## src/rtl/cmp_loop_branch_pkg.sv

```systemverilog
`timescale 1ns/1ps
package cmp_loop_branch_pkg;

   typedef enum logic [1:0] {
      BRK_CMP    = 2'd0,
      BRK_DEC    = 2'd1,
      BRK_BIT    = 2'd2,
      BRK_BITCLR = 2'd3
   } brk_kind_e;

   // one decided branch, as stored in the output register
   typedef struct packed {
      logic [15:0] next_pc;
      logic        carry;
      logic [7:0]  wb_byte;
      logic        wb_bit;
      logic        taken;
   } brk_result_t;

endpackage

```

## src/rtl/clb_target.sv

```systemverilog
`timescale 1ns/1ps
// Fall-through and relative target address generation.
module clb_target #(
   parameter int PC_W   = 16,
   parameter int DISP_W = 8,
   parameter int LEN_W  = 2
) (
   input  logic [PC_W-1:0]   pc,
   input  logic [LEN_W-1:0]  len,
   input  logic [DISP_W-1:0] disp,
   output logic [PC_W-1:0]   fall_pc,
   output logic [PC_W-1:0]   jump_pc
);
   localparam int LEN_PAD = PC_W - LEN_W;

   logic [PC_W-1:0] disp_ext;

   if (PC_W < DISP_W || PC_W < LEN_W) begin : g_bad_width
      $error("clb_target: PC_W must cover DISP_W and LEN_W");
   end

   // sign extension: a displacement as wide as the counter needs none
   if (PC_W == DISP_W) begin : g_disp_full
      assign disp_ext = disp;
   end else begin : g_disp_sext
      assign disp_ext = {{(PC_W-DISP_W){disp[DISP_W-1]}}, disp};
   end

   if (LEN_PAD == 0) begin : g_len_full
      assign fall_pc = pc + len;
   end else begin : g_len_pad
      assign fall_pc = pc + {{LEN_PAD{1'b0}}, len};
   end

   assign jump_pc = fall_pc + disp_ext;
endmodule

```

## src/rtl/clb_compare.sv

```systemverilog
`timescale 1ns/1ps
// Byte comparison: inequality and unsigned less-than.
module clb_compare #(
   parameter int DATA_W = 8
) (
   input  logic [DATA_W-1:0] lhs,
   input  logic [DATA_W-1:0] rhs,
   output logic              differ,
   output logic              below
);
   if (DATA_W < 1) begin : g_bad_width
      $error("clb_compare: DATA_W must be positive");
   end

   logic [DATA_W:0] diff;

   // the borrow out of lhs - rhs marks lhs < rhs
   assign diff   = {1'b0, lhs} - {1'b0, rhs};
   assign below  = diff[DATA_W];
   assign differ = |diff[DATA_W-1:0];
endmodule

```

## src/rtl/clb_countdown.sv

```systemverilog
`timescale 1ns/1ps
// Wrapping decrement with nonzero detect.
module clb_countdown #(
   parameter int DATA_W = 8
) (
   input  logic [DATA_W-1:0] value,
   output logic [DATA_W-1:0] next_value,
   output logic              nonzero
);
   localparam logic [DATA_W-1:0] ONE = DATA_W'(1);

   if (DATA_W < 1) begin : g_bad_width
      $error("clb_countdown: DATA_W must be positive");
   end

   assign next_value = value - ONE;
   // the result is zero only when the input was exactly one
   assign nonzero    = (value != ONE);
endmodule

```

## src/rtl/clb_bittest.sv

```systemverilog
`timescale 1ns/1ps
// Bit test with optional clear of a set bit.
module clb_bittest (
   input  logic bit_in,
   input  logic clear_en,
   output logic hit,
   output logic bit_out
);
   assign hit     = bit_in;
   assign bit_out = bit_in & ~clear_en;
endmodule

```

## src/rtl/cmp_loop_branch.sv

```systemverilog
`timescale 1ns/1ps
module cmp_loop_branch
   import cmp_loop_branch_pkg::*;
#(
   parameter int PC_W    = 16,
   parameter int DATA_W  = 8,
   parameter int DISP_W  = 8,
   parameter int LEN_W   = 2,
   parameter bit REG_OUT = 1'b1
) (
   input  logic              clk,
   input  logic              rst_n,
   input  logic              in_valid,
   input  logic [1:0]        in_kind,
   input  logic [DATA_W-1:0] in_dest,
   input  logic [DATA_W-1:0] in_src,
   input  logic              in_bit,
   input  logic              in_carry,
   input  logic [DISP_W-1:0] in_disp,
   input  logic [PC_W-1:0]   in_pc,
   input  logic [LEN_W-1:0]  in_len,
   output logic              out_valid,
   output logic [PC_W-1:0]   out_next_pc,
   output logic              out_carry,
   output logic [DATA_W-1:0] out_wb_byte,
   output logic              out_wb_bit,
   output logic              out_taken
);
   localparam int RES_W = PC_W + DATA_W + 3;

   if (PC_W < DISP_W) begin : g_bad_pc
      $error("cmp_loop_branch: PC_W narrower than DISP_W");
   end
   if (LEN_W < 2) begin : g_bad_len
      $error("cmp_loop_branch: LEN_W must hold a length of 3");
   end

   brk_kind_e kind;
   assign kind = brk_kind_e'(in_kind);

   logic [PC_W-1:0]   fall_pc, jump_pc;
   logic              cmp_ne, cmp_lt;
   logic [DATA_W-1:0] dec_val;
   logic              dec_nz;
   logic              bit_hit, bit_new;

   clb_target #(.PC_W(PC_W), .DISP_W(DISP_W), .LEN_W(LEN_W)) u_target (
      .pc      (in_pc),
      .len     (in_len),
      .disp    (in_disp),
      .fall_pc (fall_pc),
      .jump_pc (jump_pc)
   );

   clb_compare #(.DATA_W(DATA_W)) u_compare (
      .lhs    (in_dest),
      .rhs    (in_src),
      .differ (cmp_ne),
      .below  (cmp_lt)
   );

   clb_countdown #(.DATA_W(DATA_W)) u_countdown (
      .value      (in_dest),
      .next_value (dec_val),
      .nonzero    (dec_nz)
   );

   clb_bittest u_bittest (
      .bit_in   (in_bit),
      .clear_en (kind == BRK_BITCLR),
      .hit      (bit_hit),
      .bit_out  (bit_new)
   );

   // decision for the presented operation
   logic              d_taken;
   logic              d_carry;
   logic [DATA_W-1:0] d_byte;
   logic              d_bit;
   logic [PC_W-1:0]   d_pc;

   always_comb begin
      d_taken = 1'b0;
      d_carry = in_carry;
      d_byte  = in_dest;
      d_bit   = in_bit;
      unique case (kind)
         BRK_CMP: begin
            d_taken = cmp_ne;
            d_carry = cmp_lt;
         end
         BRK_DEC: begin
            d_taken = dec_nz;
            d_byte  = dec_val;
         end
         BRK_BIT: begin
            d_taken = bit_hit;
         end
         BRK_BITCLR: begin
            d_taken = bit_hit;
            d_bit   = bit_new;
         end
         default: ;
      endcase
      d_pc = d_taken ? jump_pc : fall_pc;
   end

   logic [RES_W-1:0] d_res, q_res;
   assign d_res = {d_pc, d_carry, d_byte, d_bit, d_taken};

   if (REG_OUT) begin : g_reg
      logic q_valid;

      always_ff @(posedge clk) begin
         if (!rst_n) begin
            q_valid <= 1'b0;
            q_res   <= '0;
         end else begin
            q_valid <= in_valid;
            if (in_valid) q_res <= d_res;
         end
      end

      assign out_valid = q_valid;

      assert_valid_follows_R8: assert property (@(posedge clk) disable iff (!rst_n)
         in_valid |=> out_valid);
      assert_idle_follows_R8: assert property (@(posedge clk) disable iff (!rst_n)
         !in_valid |=> !out_valid);
      assert_hold_idle_R8: assert property (@(posedge clk) disable iff (!rst_n)
         !in_valid |=> ($stable(out_next_pc) && $stable(out_wb_byte) && $stable(out_taken)));
      assert_fallthrough_R1: assert property (@(posedge clk) disable iff (!rst_n)
         in_valid |=> (out_taken || out_next_pc == $past(in_pc + PC_W'(in_len))));
      assert_cmp_carry_R4: assert property (@(posedge clk) disable iff (!rst_n)
         (in_valid && in_kind == 2'd0) |=> (out_carry == ($past(in_dest) < $past(in_src))));
      assert_carry_kept_R6: assert property (@(posedge clk) disable iff (!rst_n)
         (in_valid && in_kind != 2'd0) |=> (out_carry == $past(in_carry)));
      assert_cmp_keeps_dest_R3: assert property (@(posedge clk) disable iff (!rst_n)
         (in_valid && in_kind == 2'd0) |=> (out_wb_byte == $past(in_dest)));
      assert_bitclr_zero_R7: assert property (@(posedge clk) disable iff (!rst_n)
         (in_valid && in_kind == 2'd3) |=> !out_wb_bit);
   end else begin : g_comb
      assign out_valid = in_valid;
      assign q_res     = d_res;
   end

   assign {out_next_pc, out_carry, out_wb_byte, out_wb_bit, out_taken} = q_res;
endmodule

```

## config.mk

```make
export PLATFORM = sky130hd
export DESIGN_NAME = cmp_loop_branch
export DESIGN_NICKNAME = d
export VERILOG_FILES = /design/src/rtl/cmp_loop_branch_pkg.sv /design/src/rtl/clb_target.sv /design/src/rtl/clb_compare.sv /design/src/rtl/clb_countdown.sv /design/src/rtl/clb_bittest.sv /design/src/rtl/cmp_loop_branch.sv
export SDC_FILE = /design/constraint.sdc
export NUM_CORES = 1
export LEC_CHECK = 0
export ABC_CLOCK_PERIOD_IN_PS = 3300
export BUFFER_PORTS_ARGS = -buffer_cell sky130_fd_sc_hd__buf_2
export CAP_MARGIN = 20
export CORE_UTILIZATION = 53
export DETAILED_ROUTE_END_ITERATION = 12
export HOLD_SLACK_MARGIN = 0.15
export PLACE_DENSITY = 0.83
export SLEW_MARGIN = 15
export SYNTH_ARGS = -nofsm -noshare
export SYNTH_HDL_FRONTEND = slang
export SYNTH_SLANG_ARGS = --single-unit
export TNS_END_PERCENT = 50
```

## constraint.sdc

```tcl
create_clock -name clk -period 3.3 [get_ports clk]
set_clock_uncertainty 0.15 [all_clocks]
set_input_delay 0 -clock clk [delete_from_list [all_inputs] [get_ports clk]]
set_output_delay 0 -clock clk [all_outputs]
set_load 0.05 [all_outputs]
```

After elaboration in Yosys (flattened, before gate mapping) --
Index checks and enable logic that the tools add are counted.
Operators by class: add/subtract/negate cells 4, equal/unequal tests 4, muxes and demuxes 5, bitwise operators 2, reduce and logical (&&, ||, !) cells 3
Operators with widths (count):
- 16-bit adder | 1
- 16-bit by 2-bit adder with 16-bit output | 1
- 16-bit two-way mux | 1
- 8-bit by 8-bit subtractor with 9-bit output | 1
- 8-bit two-way mux | 1
- 8-bit by 1-bit inequality test with 1-bit output (second input constant) | 1
- 8-bit OR reduction | 1
- 8-bit by 1-bit subtractor with 8-bit output (second input constant) | 1
- 2-bit equality test (second input constant) | 2
- 1-bit one-hot mux with 3 select lines | 1
- 2-bit by 1-bit equality test with 1-bit output (second input constant) | 1
- 2-bit logical NOT | 1
- 1-bit two-way mux | 2
- 2-bit OR reduction | 1
- 1-bit bitwise AND | 1
- 1-bit NOT | 1
Word-level totals: register bits after elaboration 28, input bits 49, output and inout bits 28, logic and storage cells 20

Longest topological paths before layout --
Gate-level depths: netlist of run 1.
depth after elaboration 4, mapped depth 13

Cells and area by module --
A second synthesis of run 1 with hierarchy kept.
Unflattened totals: cell total of the unflattened synthesis 329, area total of the unflattened synthesis 2815.2 um^2
By module, submodules not included:
- cmp_loop_branch | times used 1, cells an instance 114, area an instance 1211.2 um^2, sequential area each 560.5 um^2
- clb_target | times used 1, cells an instance 143, area an instance 1061.0 um^2, sequential area each 0.0 um^2
- clb_compare | times used 1, cells an instance 49, area an instance 367.9 um^2, sequential area each 0.0 um^2
- clb_countdown | times used 1, cells an instance 21, area an instance 153.9 um^2, sequential area each 0.0 um^2
- clb_bittest | times used 1, cells an instance 2, area an instance 21.3 um^2, sequential area each 0.0 um^2

Worst setup path before layout of run 1 --
No wires, ideal clock.
path kind input to register, from in in_pc[0], to reg q_res[25], library setup time 0.117 ns, arrival time 2.653 ns, required time 3.033 ns, path slack 0.380 ns, stages 13, path through ha_1 -> fa_1 -> and3_1 -> nand2_1 -> xnor2_1 -> ha_1 -> and3_1 -> and3_1 -> a221o_1 -> a21oi_2 -> nor4b_2 -> nor3_1 -> a22o_1
Between the ends: word-level cells in the longest chain between the ends 3
Ends and longest elaborated chain:
- from (decl) | RTL line cmp_loop_branch.sv:20 | input logic [PC_W-1:0] in_pc,
- 16-bit by 2-bit adder with 16-bit output * | RTL line clb_target.sv:32 | assign fall_pc = pc + {{LEN_PAD{1'b0}}, len};
- 16-bit adder | RTL line clb_target.sv:35 | assign jump_pc = fall_pc + disp_ext;
- 16-bit two-way mux * | RTL line cmp_loop_branch.sv:105 | d_pc = d_taken ? jump_pc : fall_pc;
- to (signal assigned) | RTL line cmp_loop_branch.sv:120 | if (in_valid) q_res <= d_res;
- to (decl) | RTL line cmp_loop_branch.sv:108 | logic [RES_W-1:0] d_res, q_res;
Every way passes the cells marked *; elsewhere a longest branch is shown, timed or not. A chain may end at the register's enable or synchronous reset.

Worst setup path after layout of run 1 --
from in in_dest[1], to reg q_res[11]
Between the ends: word-level cells in the longest chain between the ends 4
Ends and longest elaborated chain:
- from (decl) | RTL line cmp_loop_branch.sv:15 | input logic [DATA_W-1:0] in_dest,
- 8-bit by 8-bit subtractor with 9-bit output | RTL line clb_compare.sv:18 | assign diff = {1'b0, lhs} - {1'b0, rhs};
- 8-bit OR reduction | RTL line clb_compare.sv:20 | assign differ = |diff[DATA_W-1:0];
- 1-bit one-hot mux with 3 select lines * | RTL line cmp_loop_branch.sv:87 | unique case (kind)
- 16-bit two-way mux * | RTL line cmp_loop_branch.sv:105
Marks and branches as above.

==> impl_metrics.toml, run 1 <==
[synthesis]
seq_area_frac_synth = 0.2057
synth_common_cells = "32 x nand2_1, 30 x a21oi_1, 30 x ha_1"
synth_adder_area_share = 0.1524
synth-simple-area-share = 0.1928
synth_top_family_by_area = "compound AO/OA/AOI/OAI gates"
yosysMostFrequentCell = "nand2_1"
synth_top_flop_cell = "dfxtp_1"
synth_edf_count = 0
syn_avg_cell_area_um2 = 8.334
ys_ff_latch = 28
async_reset_ff_frac = 0
synth_mux_area_frac = 0.05188
syn_inst = 327
yosysWarnings = 0
synth_compound_area_frac = 0.2342
synth_top_area_frac = 0.2057
synth_area_mm2 = 0.002725
yosys.area.top_type = "dfxtp_1"
synth_nets = 408
synth_xor_area_frac = 0.1185
yosysUniqueCellTypes = 58
synth_area_leaders = "dfxtp_1 21%, ha_1 14%, xnor2_1 6.4%"

[power]
peakVddDrop_mv = 0.2345
p_per_area_mw_per_mm2 = 332.9
p_leak_nw = 1.753

[clock_network]
clk_latency_ns = 0.27
postCtsSetupRepairBufs = 0
cts.path.max_buffers = 2
cts_buffers = 3
htree_levels = 1
tritoncts_num_sinks = 28
path_clk_slew_ns = 0.09
cts_root_buf = "clkbuf_8"
cts_tree = "yes"

[worst_setup_path]
startpoint_type = "primary input"
slowest_stage = "dlygate4sd3_1"
required_ns = 3.28
crit_top_cell = "dlygate4sd3_1"
arrival_ns = 3.14
path_delay_family = "buffers and inverters"
path_class = "primary input to register"
cp_max_fo = 4
max_stage_delay_ns = 0.57
path_cells = "dlygate4sd3_1, buf_2, ha_1, nor2b_2, o2111ai_2, a32oi_2, xor2_1, o31ai_2, mux2i_1, dlygate4sd3_1, a21oi_1"
end_kind = "register"
cp_num_buf_inv = 3

[die]
std_cell_rows = 25
coreArea_mm2 = 0.004848
floorplan.die_area_mm2 = 0.005432
start_util = 0.5621
dieHeight_um = 73.71
die_w_um = 73.71
io_pins = 77

[routing]
vias = 2984
totalWireLength_um = 8258
avgViaCountPerCell = 5.862
antenna_left = 0
drtIter0Drc = 236
dr.pass1.iters = 6
route.detailed.drc = 0
wire_per_inst_um = 16.22

[placement]
dp_hpwl_um = 5343
io_buffer_count = 76
dp_slack_ns = 0.07111
gp_congestion = 0.9141

[final_layout]
nFillCells = 350
synthToLayoutAreaGrowth_pct = 33.56
final_nets = 524
multi_input_area_mm2 = 0.002051
regArea_um2 = 560.5
drive_gt1_frac = 0.2217
antenna_cells = 0

[timing]
slew_headroom = 0.4482
finalSetupViolCount = 0
timing.final.crit_share = 0.9577
fin_ws_ns = 0.1395
finalHoldViolCount = 0
slew_viol_final = 0
worst_slew_pin_slew_ns = 0.8277
timing.fmax_mhz = 316.4
tns_ns = 0
rsz0062_at_grt = "false"
period_needed_ns = 3.160
whs_ns = 0.1758

[global_routing]
grt_pass1_wl_um = 13560
grt_max_degree = 55
grt_usage = 0.3213
grt_overflow = 0
antenna_found_initial = 0
grt_pass1_vias = 3029

[hold_path]
hold_path_class = "primary input to register"

[run]
cap_violations = 0

[outcome]
outcome = "completed"
-- metrics by stage --
step,std cells,cell area [um2],power [W],utilization
2_1_floorplan,327,2725,0.0007933,-
3_3_place_gp,462,3147,0.0009232,0.6490
3_5_place_dp,462,3147,0.0009364,0.6490
4_1_cts,509,3632,0.001187,0.7492
5_1_grt,509,3640,0.001273,0.7507
6_report,509,3640,0.001211,0.7507
-- state kept, by name, summed over array words and instances, names as in the netlist --
name and cells:
q_res 27, out_valid 1
-- cell families after synthesis --
group / count (synthesis)
mux: 14
flops: 28
compound gates: 93
buf+inv: 26
fa+ha+maj: 32
xor+xnor: 36
simple gates: 98
-- layer usage --
| layer | part of all wire | GRT usage | wire (um) | up-vias |
|---|---|---|---|---|
| met5 | 0 | 0 | 0 | - |
| met2 | 0.50 | 0.6035 | 4103 | 148 |
| li1 | - | - | - | 1421 |
| met4 | 0.032 | 0.1111 | 263 | 0 |
| met3 | 0.060 | 0.04390 | 495 | 36 |
| met1 | 0.41 | 0.3674 | 3396 | 1379 |
-- report_power, final --
group	leakage [nW]	internal (W)	switching [W]
Combinational	1.49	0.000241	0.000375
Sequential	0.233	0.000369	0.0000165
Clock	0.0288	0.000107	0.000104
-- final timing paths --
path | from | to | slack (ns) | cells after the start
worst min register to register | q_res[13]$_SDFFE_PN0P_ | q_res[13]$_SDFFE_PN0P_ | 0.34 | 2
worst max register to register | q_res[21]$_SDFFE_PN0P_ | q_res[21]$_SDFFE_PN0P_ | 1.92 | 3
worst max-delay path | in_dest[1] | q_res[11]$_SDFFE_PN0P_ | 0.14 | 11
worst min-delay path | in_pc[3] | q_res[15]$_SDFFE_PN0P_ | 0.18 | 5
-- worst min-delay path: stages --
cell and delay [ns]:
buf_2 0.12, nand3_1 0.10, xnor2_1 0.08, mux2i_1 0.16, a21oi_1 0.08
-- layout make-up --
type / instances / area share
clock buffer: 4 / 0.01513
sequential: 28 / 0.1540
inverter: 15 / 0.01547
timing repair buffer: 122 / 0.2289
tap: 67 / 0.02303
multi-input combinational: 273 / 0.5634
-- placed cells by master (no fill, tap or decap), types with 3 or more instances in the layout --
master / instances
a21o_1: 3
a21oi_1: 30
a31oi_1: 3
and3_1: 3
buf_2: 76
buf_4: 3
clkbuf_8: 4
dfxtp_1: 28
dlygate4sd3_1: 43
ha_1: 30
inv_1: 15
mux2i_1: 13
nand2_1: 32
nand2b_1: 4
nand3_1: 15
nand3b_1: 3
nor2_1: 11
nor2b_1: 5
nor3_1: 6
nor3b_1: 3
o211a_1: 9
o211ai_1: 5
o21ai_0: 20
xnor2_1: 19
xor2_1: 15
-- what timing repair did --
item / 4_1_cts / 5_1_grt
endpoints found under the hold margin: 27 / 0
hold buffers: 43 / 0
resized for setup: 0 / 1
endpoints found under the setup margin: 0 / 2
No activity file was read; power rests on OpenSTA's default activity.
==> inputs of run 2 (changes only) <==
CORE_MARGIN = 2   (was unset)
==> run 2 against run 1 <==
Setup slack got worse by 0.031 ns. Wire length increased by 4.3%. Utilization shrank 1.0 points. Hold slack improved by 0.028 ns. Critical path depth up 2. Power grew 6.3%. Final area up 2.6%. Fmax shrank 0.97%. Sequential share of layout area is 0.39 points lower. Sequential cell count did not move. Global-route usage decreased by 1.8 points. Largest power group unchanged. Highest routed layer unchanged.
==> impl_metrics.toml, run 2 (same netlist as run 1, synthesis figures left out) <==
[routing]
drtIter0Drc = 246
route.detailed.drc = 0
antenna_left = 0
wire_per_inst_um = 16.76
vias = 3039
dr.pass1.iters = 5
totalWireLength_um = 8613
avgViaCountPerCell = 5.912

[worst_setup_path]
ff2ff_path_depth = 3
required_ns = 3.32
cp-startpoint = "in_dest[0]"
path_class = "primary input to register"
cp_max_fo = 16
reg2reg_from = "q_res[17]$_SDFFE_PN0P_"
arrival_ns = 3.21
end_kind = "register"
startpoint_type = "primary input"

[timing]
timing.fmax_mhz = 313.3
whs_ns = 0.2039
slew_headroom = 0.6332
slew_viol_final = 0
period_needed_ns = 3.191
timing.final.crit_share = 0.9671
finalSetupViolCount = 0
tns_ns = 0
finalHoldViolCount = 0
rsz0062_at_grt = "false"
worst_slew_pin_slew_ns = 0.5470

[die]
io_pins = 77
floorplan.die_area_mm2 = 0.005731
std_cell_rows = 26
coreArea_mm2 = 0.005042
start_util = 0.5404
die_w_um = 75.71
dieHeight_um = 75.71

[global_routing]
grt_usage = 0.3028
antenna_found_initial = 0
grt_max_degree = 55
grt_pass1_vias = 2911
grt_overflow = 0
grt_pass1_wl_um = 13210

[clock_network]
htree_levels = 1
clk_latency_ns = 0.27
cts_tree = "yes"
cts_root_buf = "clkbuf_8"
path_clk_slew_ns = 0.10
cts.path.max_buffers = 2
tritoncts_num_sinks = 28
cts_buffers = 3

[final_layout]
final_common_cell = "buf_2"
regArea_um2 = 560.5
fin_util = 0.7407
fin_area_mm2 = 0.003735
final_nets = 526
nFillCells = 322
antenna_cells = 0
synthToLayoutAreaGrowth_pct = 37.05
multi_input_area_mm2 = 0.002111
largest_register = "q_res"
largest_reg_flops = 27
layout_common_cells = "76 x buf_2, 43 x dlygate4sd3_1, 32 x nand2_1"
drive_gt1_frac = 0.2410
final_cells = 514

[placement]
io_buffer_count = 76
gp_congestion = 0.9263
dpl.cell_count = 466
place_area_mm2 = 0.003158
dp_hpwl_um = 5679

[power]
p_per_area_mw_per_mm2 = 344.8
peakVddDrop_mv = 0.2723
p_leak_nw = 1.774

[hold_path]
hold_path_startpoint = "in_pc[14]"
hold_path_class = "primary input to register"
whs_path_depth = 6

[run]
cap_violations = 0

[outcome]
outcome = "completed"
-- run 2: timing repair --
| item | in CTS | in global routing |
|---|---|---|
| endpoints found under the hold margin | 27 | 1 |
| resized for setup | 0 | 12 |
| setup endpoints to repair | 0 | 4 |
| buffers inserted | 0 | 1 |
| hold buffers | 43 | 1 |
-- run 2: per-layer routing --
layer	global-route usage	wire length, um	vias to the layer above
li1	-	-	1423
met1	0.3468	3359	1417
met2	0.5217	4242	151
met3	0.06217	498	48
met4	0.1735	512	0
met5	0	0	-
-- run 2: worst paths after layout --
kind / slack, ns / endpoint
setup / recovery: 0.11 / q_res[17]$_SDFFE_PN0P_
hold / removal: 0.20 / q_res[26]$_SDFFE_PN0P_
setup reg to reg: 1.93 / q_res[17]$_SDFFE_PN0P_
hold reg to reg: 0.38 / q_res[8]$_SDFFE_PN0P_
-- run 2: through the flow --
step	setup slack (ns)	total power (W)
after floorplan	0.3801	0.0007933
after global placement	0.2367	0.0009266
after detailed placement	0.1614	0.0009422
after CTS	0.03128	0.001251
after global routing	0.007156	0.001348
final	0.1085	0.001288
-- run 2: where the power goes --
group / leakage [nW] / switching (W) / internal [W]
clock: 0.0357 / 0.000107 / 0.000162
combinational: 1.51 / 0.000385 / 0.000248
sequential: 0.233 / 0.0000166 / 0.000369
total: 1.77 / 0.000508 / 0.000780
-- run 2: critical path, stage by stage --
cell	delay, ns
dlygate4sd3_1	0.53
buf_2	0.15
inv_1	0.08
ha_1	0.24
nor2b_2	0.14
o2111ai_2	0.15
a32oi_2	0.31
xor2_1	0.26
o31a_1	0.15
buf_4	0.26
mux2i_1	0.25
a21oi_1	0.09
dlygate4sd3_1	0.58
-- run 2: cell type report --
cell class / count / share of cell area
Clock buffer: 3 / 0.01106
Clock inverter: 1 / 0.008040
Inverter: 15 / 0.01508
Multi-Input combinational cell: 273 / 0.5652
Sequential cell: 28 / 0.1501
Tap cell: 70 / 0.02345
Timing Repair Buffer: 124 / 0.2271
